## config.mk

```make
export PLATFORM = sky130hd
export DESIGN_NAME = dual_dac_regs
export DESIGN_NICKNAME = d
export VERILOG_FILES = /design/src/rtl/dual_dac_regs.sv
export SDC_FILE = /design/constraint.sdc
export NUM_CORES = 1
export LEC_CHECK = 0
export ABC_AREA = 1
export BUFFER_PORTS_ARGS = -buffer_cell sky130_fd_sc_hd__buf_2
export CAP_MARGIN = 20
export CORE_ASPECT_RATIO = 2
export CORE_UTILIZATION = 40
export DETAILED_ROUTE_END_ITERATION = 8
export PLACE_DENSITY = 0.68
export SYNTH_ARGS = -nofsm -noshare
export SYNTH_HDL_FRONTEND = slang
export SYNTH_SLANG_ARGS = --single-unit
```

## constraint.sdc

```tcl
create_clock -name clk -period 2.65 [get_ports clk]
set_input_delay 0.53 -clock clk [delete_from_list [all_inputs] [get_ports clk]]
set_output_delay 0.53 -clock clk [all_outputs]
set_load 0.03 [all_outputs]
```

## src/rtl/dual_dac_regs.sv

```systemverilog
module dual_dac_regs #(
  parameter int DATA_W      = 10,
  parameter int CMD_W       = 16,
  parameter int SYNC_STAGES = 2
) (
  input  logic              clk,
  input  logic              rst_n,
  input  logic              cmd_valid,
  input  logic [CMD_W-1:0]  cmd,
  input  logic              load_n,
  output logic [DATA_W-1:0] dac_a,
  output logic [DATA_W-1:0] dac_b
);
  localparam int CODE_W   = 3;
  localparam int CODE_LSB = CMD_W - CODE_W;
  localparam int DATA_LSB = CODE_LSB - DATA_W;
  localparam logic [DATA_W-1:0] MID = DATA_W'(1) << (DATA_W - 1);
  localparam logic [CODE_W-1:0] OP_BOTH = 3'b011;
  localparam logic [CODE_W-1:0] OP_A    = 3'b001;
  localparam logic [CODE_W-1:0] OP_B    = 3'b101;

  logic [CODE_W-1:0] code;
  logic [DATA_W-1:0] data;
  logic              unused_lsbs;
  assign code        = cmd[CMD_W-1:CODE_LSB];
  assign data        = cmd[CODE_LSB-1:DATA_LSB];
  assign unused_lsbs = ^cmd[DATA_LSB-1:0];

  logic [SYNC_STAGES-1:0] ld_sync;
  logic                   ld_prev;
  logic                   xfer;
  always_ff @(posedge clk or negedge rst_n)
    if (!rst_n) begin
      ld_sync <= '1;
      ld_prev <= 1'b1;
    end else begin
      ld_sync <= {ld_sync[SYNC_STAGES-2:0], load_n};
      ld_prev <= ld_sync[SYNC_STAGES-1];
    end
  assign xfer = ld_prev & ~ld_sync[SYNC_STAGES-1];

  logic              wr_both, wr_a, wr_b;
  logic [DATA_W-1:0] stg_a, stg_b, stg_a_nx, stg_b_nx;
  assign wr_both  = cmd_valid && code == OP_BOTH;
  assign wr_a     = cmd_valid && code == OP_A;
  assign wr_b     = cmd_valid && code == OP_B;
  assign stg_a_nx = (wr_both || wr_a) ? data : stg_a;
  assign stg_b_nx = (wr_both || wr_b) ? data : stg_b;

  always_ff @(posedge clk or negedge rst_n)
    if (!rst_n) begin
      stg_a <= MID;
      stg_b <= MID;
      dac_a <= MID;
      dac_b <= MID;
    end else begin
      stg_a <= stg_a_nx;
      stg_b <= stg_b_nx;
      if (xfer || wr_both) begin
        dac_a <= stg_a_nx;
        dac_b <= stg_b_nx;
      end
    end

  a_r2_both_update: assert property (@(posedge clk) disable iff (!rst_n)
    wr_both |=> dac_a == $past(data) && dac_b == $past(data));
  a_r3_a_only_holds_out: assert property (@(posedge clk) disable iff (!rst_n)
    wr_a && !xfer |=> $stable(dac_a) && $stable(dac_b));
  a_r4_b_only_holds_out: assert property (@(posedge clk) disable iff (!rst_n)
    wr_b && !xfer |=> $stable(dac_a) && $stable(dac_b));
  a_r7_xfer_copies: assert property (@(posedge clk) disable iff (!rst_n)
    xfer && !cmd_valid |=> dac_a == $past(stg_a) && dac_b == $past(stg_b));
  a_r8_single_pulse: assert property (@(posedge clk) disable iff (!rst_n)
    xfer |=> !xfer);
  a_r10_idle_stable: assert property (@(posedge clk) disable iff (!rst_n)
    !cmd_valid && !xfer |=> $stable(dac_a) && $stable(dac_b) && $stable(stg_a) && $stable(stg_b));
endmodule

```

After elaboration in Yosys (flattened, before gate mapping)
Cells that the tools add are included.

Bitwise operators: 2. Equality and inequality tests: 3. Muxes and demuxes: 2. Reduce and logical (&&, ||, !) cells: 6.

Operator list (count): two-way mux 10 bit (2); == test 3 x 1 -> 1 bit, second input constant (1); == test 3 x 2 -> 1 bit, second input constant (1); == test 3 bit, second input constant (1); logical AND 1 bit (3); logical OR 1 bit (3); bitwise AND 1 bit (1); inverter 1 bit (1).

Output and inout port bits: 20. Register bits: 43. Word-level logic and storage cells: 19. Input bits: 20.

Logic depth before layout (Yosys ltp)
Gate-level depths: netlist of run 1.

Word-level depth: 4. Depth in mapped cells: 8. Mapped depth without buffers: 7.

Worst setup path before layout of run 1
No wires, ideal clock.

Path kind: input to register. Start point: input port cmd_valid. End point: register stg_b[0]. Library setup time: 119 ps. Arrival: 1106 ps. Slack: 1425 ps. Path buffers: 1. Cell stages on the path: 6. Data required time: 2531 ps. Path through: inv_2 nor2_1 nand2_1 buf_2 nand3_1 and2_1.

Cells in the longest elaborated chain, start to end: 3. Elaborated cells on any way between the ends: 4. Those cells by class: 1 x mux; 3 x reduce/logical.

RTL lines: from (decl) (RTL line 8) `input logic cmd_valid,`; logical AND 1 bit (on tied branches) (RTL line 44, 46); logical OR 1 bit * (RTL line 48) `assign stg_b_nx = (wr_both || wr_b) ? data : stg_b;`; two-way mux 10 bit * (RTL line 48); net stg_b_nx[0] (RTL line 43) `logic [DATA_W-1:0] stg_a, stg_b, stg_a_nx, stg_b_nx;`; to (signal assigned) (RTL line 58) `stg_b <= stg_b_nx;`; to (decl) (RTL line 43).

The timed path passes the listed nets; every way through them passes the cells marked *. A chain may end at the register's enable or synchronous reset.

Final worst setup path of run 1
Start point: register ld_sync[1]. End point: register dac_b[7].

Cells in the longest elaborated chain, start to end: 3.

RTL lines: from (decl) (RTL line 29) `logic [SYNC_STAGES-1:0] ld_sync;`; from (signal assigned) (RTL line 37) `ld_sync <= {ld_sync[SYNC_STAGES-2:0], load_n};`; inverter 1 bit (RTL line 40) `assign xfer = ld_prev & ~ld_sync[SYNC_STAGES-1];`; bitwise AND 1 bit (RTL line 40); logical OR 1 bit (RTL line 59) `if (xfer || wr_both) begin`; to (signal assigned) (RTL line 61) `dac_b <= stg_b_nx;`; to (decl) (RTL line 12) `output logic [DATA_W-1:0] dac_b`.

Every way passes these cells.

==> results.md, run 1 <==
* Status: finished, final reports clean
* Wire length on met1 at ~1500 um
* Vias/cell at around 4.7
* Adder-cell area share of the yosys netlist at 0
* Slew margin rel. at 0.382
* Max H-tree Level at 2
* Final TNS setup at 0 ns
* Synthesized area per cell at 9.25 sq um
* Clock sink total at between 40 and 50
* Post-CTS Repair Setup Buffers at 0
* Uppermost layer routed: met4
* CTS tree: built
* Share of the yosys chip area belonging to registers at 0.595
* Max_cap viols at 0
* Complex-gate fraction of the synthesized area at 0.0481
* DR vias at 1337
* Largest net degree at the start of global routing at 44
* Worst Setup Start Kind: flip-flop
* # diodes at 0
* Final wirelength at 3420 um
* Simple-gate share of the synthesized area at 0.275
* Nets@finish at 252
* GR Overflow Total at 0
* Clock Path Buffers at 2
* Syn_nets at about 220
* Critical path launch point: ld_sync[1]
* Maximum clock frequency at about 0.56 GHz
* Max Slew Vio Count at 0
* Synth Instances at 197
* Clk pwr share at 0.240
* Sw power at 527 uW
* Ys Warns at 0
* Fin area at about 2100 sq um
* Ys async rst share at 1.00
* Detailed-route wire length per cell at 11.9 um
* Final worst path period share at 0.670
* CP max FO at 21
* Area Growth Syn to Fin at 15.7%
* Post-CTS Hold Buffers at 0
* Synthesized flop and latch total at 43
* Hold Path Stages at 1
* Top_reg_cell synth: dfrtp_1
* Setup crit end kind: flip-flop
* Number of flops mapped to enable cells by yosys at 0
* Share of cells above drive strength 1 at 0.279
* Initial antenna violation count at 0
* Area leader, netlist: dfrtp_1
* Sw Ratio at 0.323
* Final Hold Fails at 0
* Hold WC Path Type: in2reg
* Vias in the first global route at about 1400
* Pint at 1.10 mW
* Top cells by count, synth: 56 x nand2_1, 40 x nand3_1, 36 x dfrtp_1, 23 x inv_1
* Synth area leaders: dfrtp_1 49%, nand2_1 12%, nand3_1 11%
* Reg clk slew, reported paths at about 0.080 ns
* Hold Crit Start: load_n
* RSZ-0062 raised after global routing: no
* Leak pwr at 1.15 nW
* Part of the power in registers at 0.508
* Residual DRC at 0
* Iter 0 DRT Violations at 13
* WS Path Type: reg2reg
* Synth Area in XOR/XNOR at 0
* Critical Path AT at 1.95 ns
* Area after DPL at between 2000 and 2500 sq um
* Mux contribution to synthesized area at 0
* Root buffer cell: clkbuf_8
* Initial Utilization at 0.420
* WP data required at ~2.8 ns
* Die span in x at 49.7 um
* HPWL after DPL at 2330 um
* Crit path time final at between 1.5 and 2 ns
* Num CTS Buffers at 5
* Share of the synthesized area in the top cell type at 0.495
* Reg2reg start: ld_sync[1]
* GRT Util Overall at 0.165
* Worst-Margin Slew at 0.927 ns
* Full die area at 4840 sq um
* R2R depth at 6
* Pre-Repair DR Iteration Count at 4
* Die Ht at 97.4 um
* Port Buffers at 36
* Post-route ant nets at 0
* RD Place Congestion at ~0.7
* Setup Viol. Count Final at 0
* Top-count cell post-synth: nand2_1
* Post-synthesis cell area at 1820 sq um
* Routed length on met2 at 1770 um
* Clk_skew at between 0.005 and 0.006 ns
* Synth unique cells at 15
* Post-CTS Resized at 0
* Met3 Routed Length at between 100 and 150 um
* Main combinational cell family by area after synthesis: simple AND/OR/NAND/NOR gates
* First-pass GRT wire length at slightly above 6000 um
* Peak supply drop at ~440 uV
* Comb power frac at 0.252
* Core Region at about 4300 sq um
* Pwr dens at roughly 770 nW/um^2
* I/O pins at 40
* Clk Latency, worst-skew pair at a little under 0.3 ns
* Rows at 34
==> final timing paths <==
path / to / slack, ns
min reg2reg: ld_sync[1] / 0.36
min in group asynchronous: dac_a[0] / 0.37
max: dac_b[7] / 0.87
min: ld_sync[0] / 0.33
max reg2reg: dac_b[7] / 0.87
max in group asynchronous: stg_a[2] / 1.70
==> cell families (layout without fill, tap and decap cells) <==
kind of cell | count (synthesis) | count (layout)
AOI/OAI and AO/OA | 10 | 10
buffers and inverters | 34 | 70
DFF | 43 | 43
and+or+nand+nor | 110 | 110
==> worst max-delay path, cell delays in order, from the launching register on <==
cell,delay (ns)
dfstp_2,0.53
inv_1,0.03
nand2_1,0.05
buf_4,0.24
nand2_1,0.48
nand3_1,0.26
nand2_1,0.06
==> cells in the final DEF (no fill, tap or decap), types with 2 or more instances in the layout <==
master	n
dfstp_2	7
o21ai_2	10
inv_1	23
buf_2	36
nand3_1	40
clkbuf_8	5
buf_4	2
nand2_1	56
nand2_2	2
dfrtp_1	36
clkbuf_1	2
and2_1	10
==> power by group through the flow <==
stage	clock network, mW	logic [mW]	registers [mW]
detailed placement	0	0.415	0.841
floorplan	0	0.175	0.962
CTS	0.405	0.417	0.830
finish	0.391	0.411	0.828
global route	0.433	0.458	0.842
global placement	0	0.408	0.837
==> registers in the layout (all words and copies together), names as in the netlist <==
signal,cells
dac_a,10
dac_b,10
stg_a,10
stg_b,10
ld_sync,2
ld_prev,1
==> cell type report <==
cell class	count	area, sq um
fillers	457	2230
flip-flops and latches	43	1080
multi-input cells	120	588
repair buffers	38	195
inverters	24	90.1
clock buffers	7	76.3
well taps	54	67.6
clock inverters	1	5.00
==> routing by layer <==
layer / global-route usage / vias up
met2: 0.284 / 22
met3: 0.0282 / 5
li1: - / 685
met1: 0.193 / 625
met5: 0 / -
met4: 0.0769 / 0
==> per-stage QoR <==
stage	cells	setup WS [ns]	util	hold WS (ns)	total power, mW
2_1_floorplan	197	1.43	-	0.234	1.14
3_3_place_gp	279	0.714	0.467	0.346	1.25
3_5_place_dp	279	0.700	0.467	0.353	1.26
4_1_cts	287	0.846	0.486	0.322	1.65
5_1_grt	287	0.729	0.486	0.325	1.73
6_report	287	0.874	0.486	0.329	1.63
No activity file was read; power rests on OpenSTA's default activity.
==> inputs of run 2 (changes only) <==
==> constraint.sdc (replaced) <==
create_clock -name clk -period 1.84 [get_ports clk]
set_input_delay 0.368 -clock clk [delete_from_list [all_inputs] [get_ports clk]]
set_output_delay 0.368 -clock clk [all_outputs]
set_load 0.03 [all_outputs]
==> run 2 against run 1 <==
  * Cell area rose by 3.0%
  * Setup slack got worse by 0.42 ns
  * Worst hold slack got worse by 0.30 ns
==> results.md, run 2 (synthesis gave the netlist of run 1 again) <==
* Vias/cell at 4.59 (-1.5%)
* Core Region at 4340 sq um (unchanged)
* Root buffer cell: clkbuf_8
* Share of cells above drive strength 1 at 0.294 (+0.0151)
* CP max stage delay at 0.54 ns (about the same)
* Pint at 1.60 mW (+45%)
* Fill count at 477 (+4.4%)
* Maximum clock frequency at around 0.72 GHz
* GR Overflow Total at 0 (unchanged)
* Crit path time final at between 1 and 1.5 ns
* Sw Ratio at 0.323 (-0.000477)
* Worst Setup Start Kind: flip-flop
* Final wirelength at 3440 um (+0.53%)
* Peak supply drop at 673 uV (+53%)
* Buf/Inv on CP at 1 (-1)
* Vias in the first global route at 1361 (-3.8%)
* Die span in x at 49.7 um (unchanged)
* CTS tree: built
* Slew margin rel. at 0.680 (+0.298)
* Post-CTS Hold Buffers at 0 (unchanged)
* Setup Viol. Count Final at 0 (unchanged)
* Post-CTS Repair Setup Buffers at 0 (unchanged)
* Part of the power in registers at 0.504 (-0.004)
* Max H-tree Level at 2 (unchanged)
* Largest net degree at the start of global routing at 25 (-43%)
* GRT Util Overall at 0.166 (+0.000807)
* Rows at 34 (unchanged)
* Cell Chain, Critical Path: buf_2
* Pre-Repair DR Iteration Count at 4 (unchanged)
* Num CTS Buffers at 5 (unchanged)
* Iter 0 DRT Violations at 9 (-4)
* Reg clk slew, reported paths at 0.08 ns (about the same)
* Detailed-route wire length per cell at 11.8 um (-1.2%)
* Final worst path period share at 0.751
* Residual DRC at 0 (unchanged)
* Full die area at 4840 sq um (unchanged)
* I/O pins at 40 (unchanged)
* RSZ-0062 raised after global routing: no
* Initial Utilization at 0.420 (unchanged)
* Cell Count, Final, Fillers Out at 292 (+1.7%)
* Max Slew Vio Count at 0 (unchanged)
* Area of the multi-input gates at 588 sq um (unchanged)
* Initial antenna violation count at 0 (unchanged)
* Commonest cells after routing, fill and taps aside: 56 x nand2_1, 40 x nand3_1, 36 x dfrtp_1, 36 x buf_2, 23 x inv_1
* WS Path Type: reg2out
* Reg area at 1080 sq um (unchanged)
* CP max-delay cell: dfstp_2
* Clock Path Buffers at 2 (unchanged)
* Clock sink total at 43 (unchanged)
* # diodes at 0 (unchanged)
* Dpl cells at 284 (+1.8%)
* WP data required at 1.47 ns (-1.36 ns)
* First-pass GRT wire length at 6180 um (+0.23%)
* Setup crit end kind: primary output
* Worst-Margin Slew at 0.480 ns (-0.447 ns)
* Nets@finish at 257 (+2.0%)
* Hold WC Path Type: in2async
* Max_cap viols at 0 (unchanged)
* Critical Path Stages at 1 (-5)
* Clk pwr share at 0.238 (-0.002)
* Clk_skew at 0.00541 ns (+0.0000872 ns)
* RD Place Congestion at 0.715 (+0.41%)
* Post-CTS Resized at 0 (unchanged)
* Die Ht at 97.4 um (unchanged)
* Status: finished, final reports clean
* Critical Path AT at 1.01 ns (-0.94 ns)
* DR vias at 1340 (+0.22%)
* Leak pwr at 1.19 nW (+3.0%)
* CP max FO at 2 (-90%)
* Sw power at 763 uW (+45%)
* Clk Latency, worst-skew pair at 0.29 ns (about the same)
* Leading cell type in the layout, fill and taps excluded: nand2_1
* CP top delay family: flip-flops
* HPWL after DPL at 2550 um (+9.2%)
* Pwr dens at 1090 nW/um^2 (+41%)
* Port Buffers at 36 (unchanged)
* Comb power frac at 0.258 (+0.006)
* Area Growth Syn to Fin at 19.1%
* Final TNS setup at 0 ns (unchanged)
* R2R depth at 6 (unchanged)
* Final Hold Fails at 0 (unchanged)
* Post-route ant nets at 0 (unchanged)
-- run 2: changes by cell type in the layout (fill, tap and decap cells not counted), sizes merged --
cell and change:
buf +5
-- run 2: through the flow --
| step | power (mW) | hold slack, ns | worst slack, ns | util | cell area (sq um) |
|---|---|---|---|---|---|
| after floorplan | 1.64 | 0.0724 | 0.729 | - | 1820 |
| after global placement | 1.81 | 0.349 | 0.410 | 0.481 | 2090 |
| after detailed placement | 1.83 | 0.358 | 0.376 | 0.481 | 2090 |
| after CTS | 2.40 | 0.0379 | 0.438 | 0.500 | 2170 |
| after global routing | 2.51 | 0.0544 | 0.359 | 0.500 | 2170 |
| final | 2.36 | 0.0332 | 0.458 | 0.500 | 2170 |
-- run 2: area by class of cell --
cell class                      count  share of cell area
Tap cell                           54              0.0311
Multi-Input combinational cell    120               0.271
Inverter                           24              0.0415
Sequential cell                    43               0.500
Clock inverter                      1             0.00231
Timing Repair Buffer               43               0.119
Clock buffer                        7              0.0352
-- run 2: worst paths after layout --
check	start	end	slack, ns
min in group clk	load_n	ld_sync[0]	0.18
max in group asynchronous	rst_n	dac_a[9]	1.24
min	rst_n	dac_b[8]	0.03
max reg2reg	ld_sync[1]	dac_b[3]	0.49
max	dac_a[9]	dac_a[9]	0.46
min reg2reg	ld_sync[1]	ld_prev	0.37
-- run 2: power groups by stage --
| stage | sequential (mW) | clock [mW] | combinational (mW) |
|---|---|---|---|
| floorplan | 1.39 | 0 | 0.252 |
| global placement | 1.21 | 0 | 0.603 |
| detailed placement | 1.21 | 0 | 0.615 |
| CTS | 1.19 | 0.590 | 0.619 |
| global route | 1.21 | 0.627 | 0.672 |
| finish | 1.19 | 0.564 | 0.610 |
-- run 2: routing by layer --
layer | part of all wire | global-route usage | vias up
met5 | 0 | 0 | -
li1 | - | - | 693
met2 | 0.53 | 0.285 | 21
met3 | 0.033 | 0.0329 | 7
met1 | 0.42 | 0.197 | 619
met4 | 0.018 | 0.0659 | 0
==> inputs of run 3 (changes only) <==
--- a/config.mk
+++ b/config.mk
@@ -11,7 +11,7 @@
 export CORE_ASPECT_RATIO = 2
 export CORE_UTILIZATION = 40
 export DETAILED_ROUTE_END_ITERATION = 8
-export PLACE_DENSITY = 0.68
+export PLACE_DENSITY = 0.7
 export SYNTH_ARGS = -nofsm -noshare
 export SYNTH_HDL_FRONTEND = slang
 export SYNTH_SLANG_ARGS = --single-unit
==> constraint.sdc (replaced) <==
create_clock -name clk -period 1.25 [get_ports clk]
set_input_delay 0.25 -clock clk [delete_from_list [all_inputs] [get_ports clk]]
set_output_delay 0.25 -clock clk [all_outputs]
set_load 0.03 [all_outputs]
==> run 3 against run 2 <==
  * Combinational power is 53% higher
  * Routed wire length is 0.20% lower
  * Sequential share of layout area is 2.6 points lower
  * Clock skew hardly changed
  * Critical endpoint unchanged
  * Largest power group unchanged
==> results.md, run 3 (synthesis gave the netlist of run 1 again) <==
* Status: finished, final reports clean
* Clk Latency, worst-skew pair at 0.29 ns (about the same)
* CP max-delay cell: dfstp_2
* Buf/Inv on CP at 1 (unchanged)
* Setup crit end kind: primary output
* WP data required at 1.00 ns (-0.47 ns)
* Setup Viol. Count Final at 0 (unchanged)
* Commonest cells after routing, fill and taps aside: 56 x nand2_1, 40 x nand3_1, 36 x dfrtp_1
* Share of cells above drive strength 1 at 0.306 (+0.0117)
* CP max FO at 2 (unchanged)
* Pint at 2.79 mW (+74%)
* Sw power at 1.15 mW (+51%)
* CP max stage delay at 0.55 ns (about the same)
* Residual DRC at 0 (unchanged)
* Area of the multi-input gates at 588 sq um (unchanged)
* Nets@finish at 261 (+1.6%)
* Pre-Repair DR Iteration Count at 4 (unchanged)
* Internal reg-to-reg setup slack at 0.08 ns (-0.41 ns)
* RSZ-0062 raised after global routing: no
* Post-route ant nets at 0 (unchanged)
* I/O pins at 40 (unchanged)
* Final worst-path setup slack at 0.0349 ns (-0.423 ns)
* Max_cap viols at 0 (unchanged)
* Part of the power in registers at 0.445 (-0.059)
* Fill count at 426 (-11%)
* Critical Path AT at 0.97 ns (-0.04 ns)
* Leading cell type in the layout, fill and taps excluded: nand2_1
* Met2 Use GR at 0.282 (-0.00312)
* Port Buffers at 36 (unchanged)
* WS Path Type: reg2out
* Clock sink total at 43 (unchanged)
* Reg2reg start: ld_sync[1]
* Cell Chain, Critical Path: buf_6
* R2R depth at 6 (unchanged)
* Core Region at 4340 sq um (unchanged)
* Detailed-route wire length per cell at 11.6 um (-1.6%)
* Hold WC Path Type: in2reg
* Root buffer cell: clkbuf_8
* Max Slew Vio Count at 0 (unchanged)
* Reg area at 1080 sq um (unchanged)
* Num CTS Buffers at 5 (unchanged)
* Worst Setup Start Kind: flip-flop
* Iter 0 DRT Violations at 22 (+13)
* Hold Crit Start: load_n
* Final wirelength at 3430 um (-0.20%)
* CTS tree: built
* Leak pwr at 1.24 nW (+4.5%)
* GR Overflow Total at 0 (unchanged)
* Crit path time final at 1.22 ns
* Max H-tree Level at 2 (unchanged)
* Initial antenna violation count at 0 (unchanged)
* Clock Path Buffers at 2 (unchanged)
* Post-CTS Repair Setup Buffers at 0 (unchanged)
* Rows at 34 (unchanged)
* Area Growth Syn to Fin at 25.8%
* Top Usage Layer GRT: met2
* Worst-Margin Slew at 0.233 ns (-0.246 ns)
* Reg2Reg Capture Point: dac_b[2]
* GR Layer Usage met3 at 0.0282 (-0.00469)
* Worst Hold Path EP: ld_sync[0]
* Vias in the first global route at 1410 (+3.6%)
* Comb power frac at 0.236 (-0.022)
* First-pass GRT wire length at 6100 um (-1.3%)
* Maximum clock frequency at between 0.8 and 0.9 GHz
* Met1 usage at 0.192 (-0.00493)
* CP top delay family: flip-flops
* Largest net degree at the start of global routing at 44 (+76%)
* Full die area at 4840 sq um (unchanged)
* Hold Path Stages at 1
* Pre-CTS WS at 0.0418 ns (-0.334 ns)
* Pwr dens at 1720 nW/um^2 (+58%)
* Reg clk slew, reported paths at 0.08 ns (about the same)
* HPWL after DPL at 2450 um (-3.8%)
* Die span in x at 49.7 um (unchanged)
* GRT Util Overall at 0.164 (-0.00150)
* Clk_skew at 0.00557 ns (+0.000157 ns)
* Peak supply drop at 1180 uV (+75%)
* Final TNS setup at 0 ns (unchanged)
* Final Hold Fails at 0 (unchanged)
* Sw Ratio at 0.291 (-0.0313)
* Initial Utilization at 0.420 (unchanged)
* Vias/cell at 4.67 (+1.8%)
* RD Place Congestion at 0.785 (+9.8%)
* Final worst path period share at 0.972
* Die Ht at 97.4 um (unchanged)
* DR vias at 1383 (+3.2%)
* # diodes at 0 (unchanged)
* Clk pwr share at 0.319 (+0.081)
* Slew margin rel. at 0.844 (+0.164)
[run 3: changes by cell type in the layout (fill, tap and decap cells not counted)]
cell           delta
buf_12            +2
buf_2             -2
buf_4             +1
buf_6             +2
bufinv_16         +2
clkbuf_1          -1
clkinv_2          -1
dlygate4sd3_1     +1
[run 3: area by class of cell]
type	count	share of cell area
flip-flops and latches	43	0.474
inverters	24	0.0393
clock inverters	2	0.0262
clock buffers	6	0.0317
well taps	54	0.0295
multi-input cells	120	0.257
repair buffers	47	0.143
[run 3: how the worst max path moves through the flow]
stage	cells after the start	endpoint	start
after floorplan	5	dac_a[0]	ld_sync[1]
after global placement	6	stg_b[1]	cmd[15]
after detailed placement	6	stg_b[2]	cmd[15]
after CTS	1	dac_a[9]	dac_a[9]
after global routing	1	dac_a[9]	dac_a[9]
final	1	dac_a[9]	dac_a[9]
[run 3: repair_timing]
item                       4_1_cts  5_1_grt
hold buffers                     1        0
hold endpoints to repair        36        0
resized for setup                2        2
setup endpoints to repair        2        2
[run 3: power by group through the flow]
stage          Sequential [mW]  Combinational (mW)  Clock [mW]
2_1_floorplan             2.04               0.372           0
3_3_place_gp              1.77               0.904           0
3_5_place_dp              1.78               0.923           0
4_1_cts                   1.75               0.936        1.29
5_1_grt                   1.78                1.03        1.36
6_report                  1.75               0.931        1.26
[run 3: metrics by stage]
step	total power, mW	instances	hold WS (ns)	instance area (sq um)	utilization
final	3.94	296	0.0525	2290	0.528
after global routing	4.17	296	0.0386	2290	0.528
after CTS	3.98	296	0.0469	2280	0.526
after detailed placement	2.70	287	0.240	2140	0.492
after global placement	2.68	287	0.239	2140	0.492
after floorplan	2.41	197	-0.0456	1820	-
[run 3: routing by layer]
layer  up-vias  share of wire
li1        701              -
met3         8          0.032
met1       645           0.42
met5         -              0
met2        29           0.53
met4         0          0.022
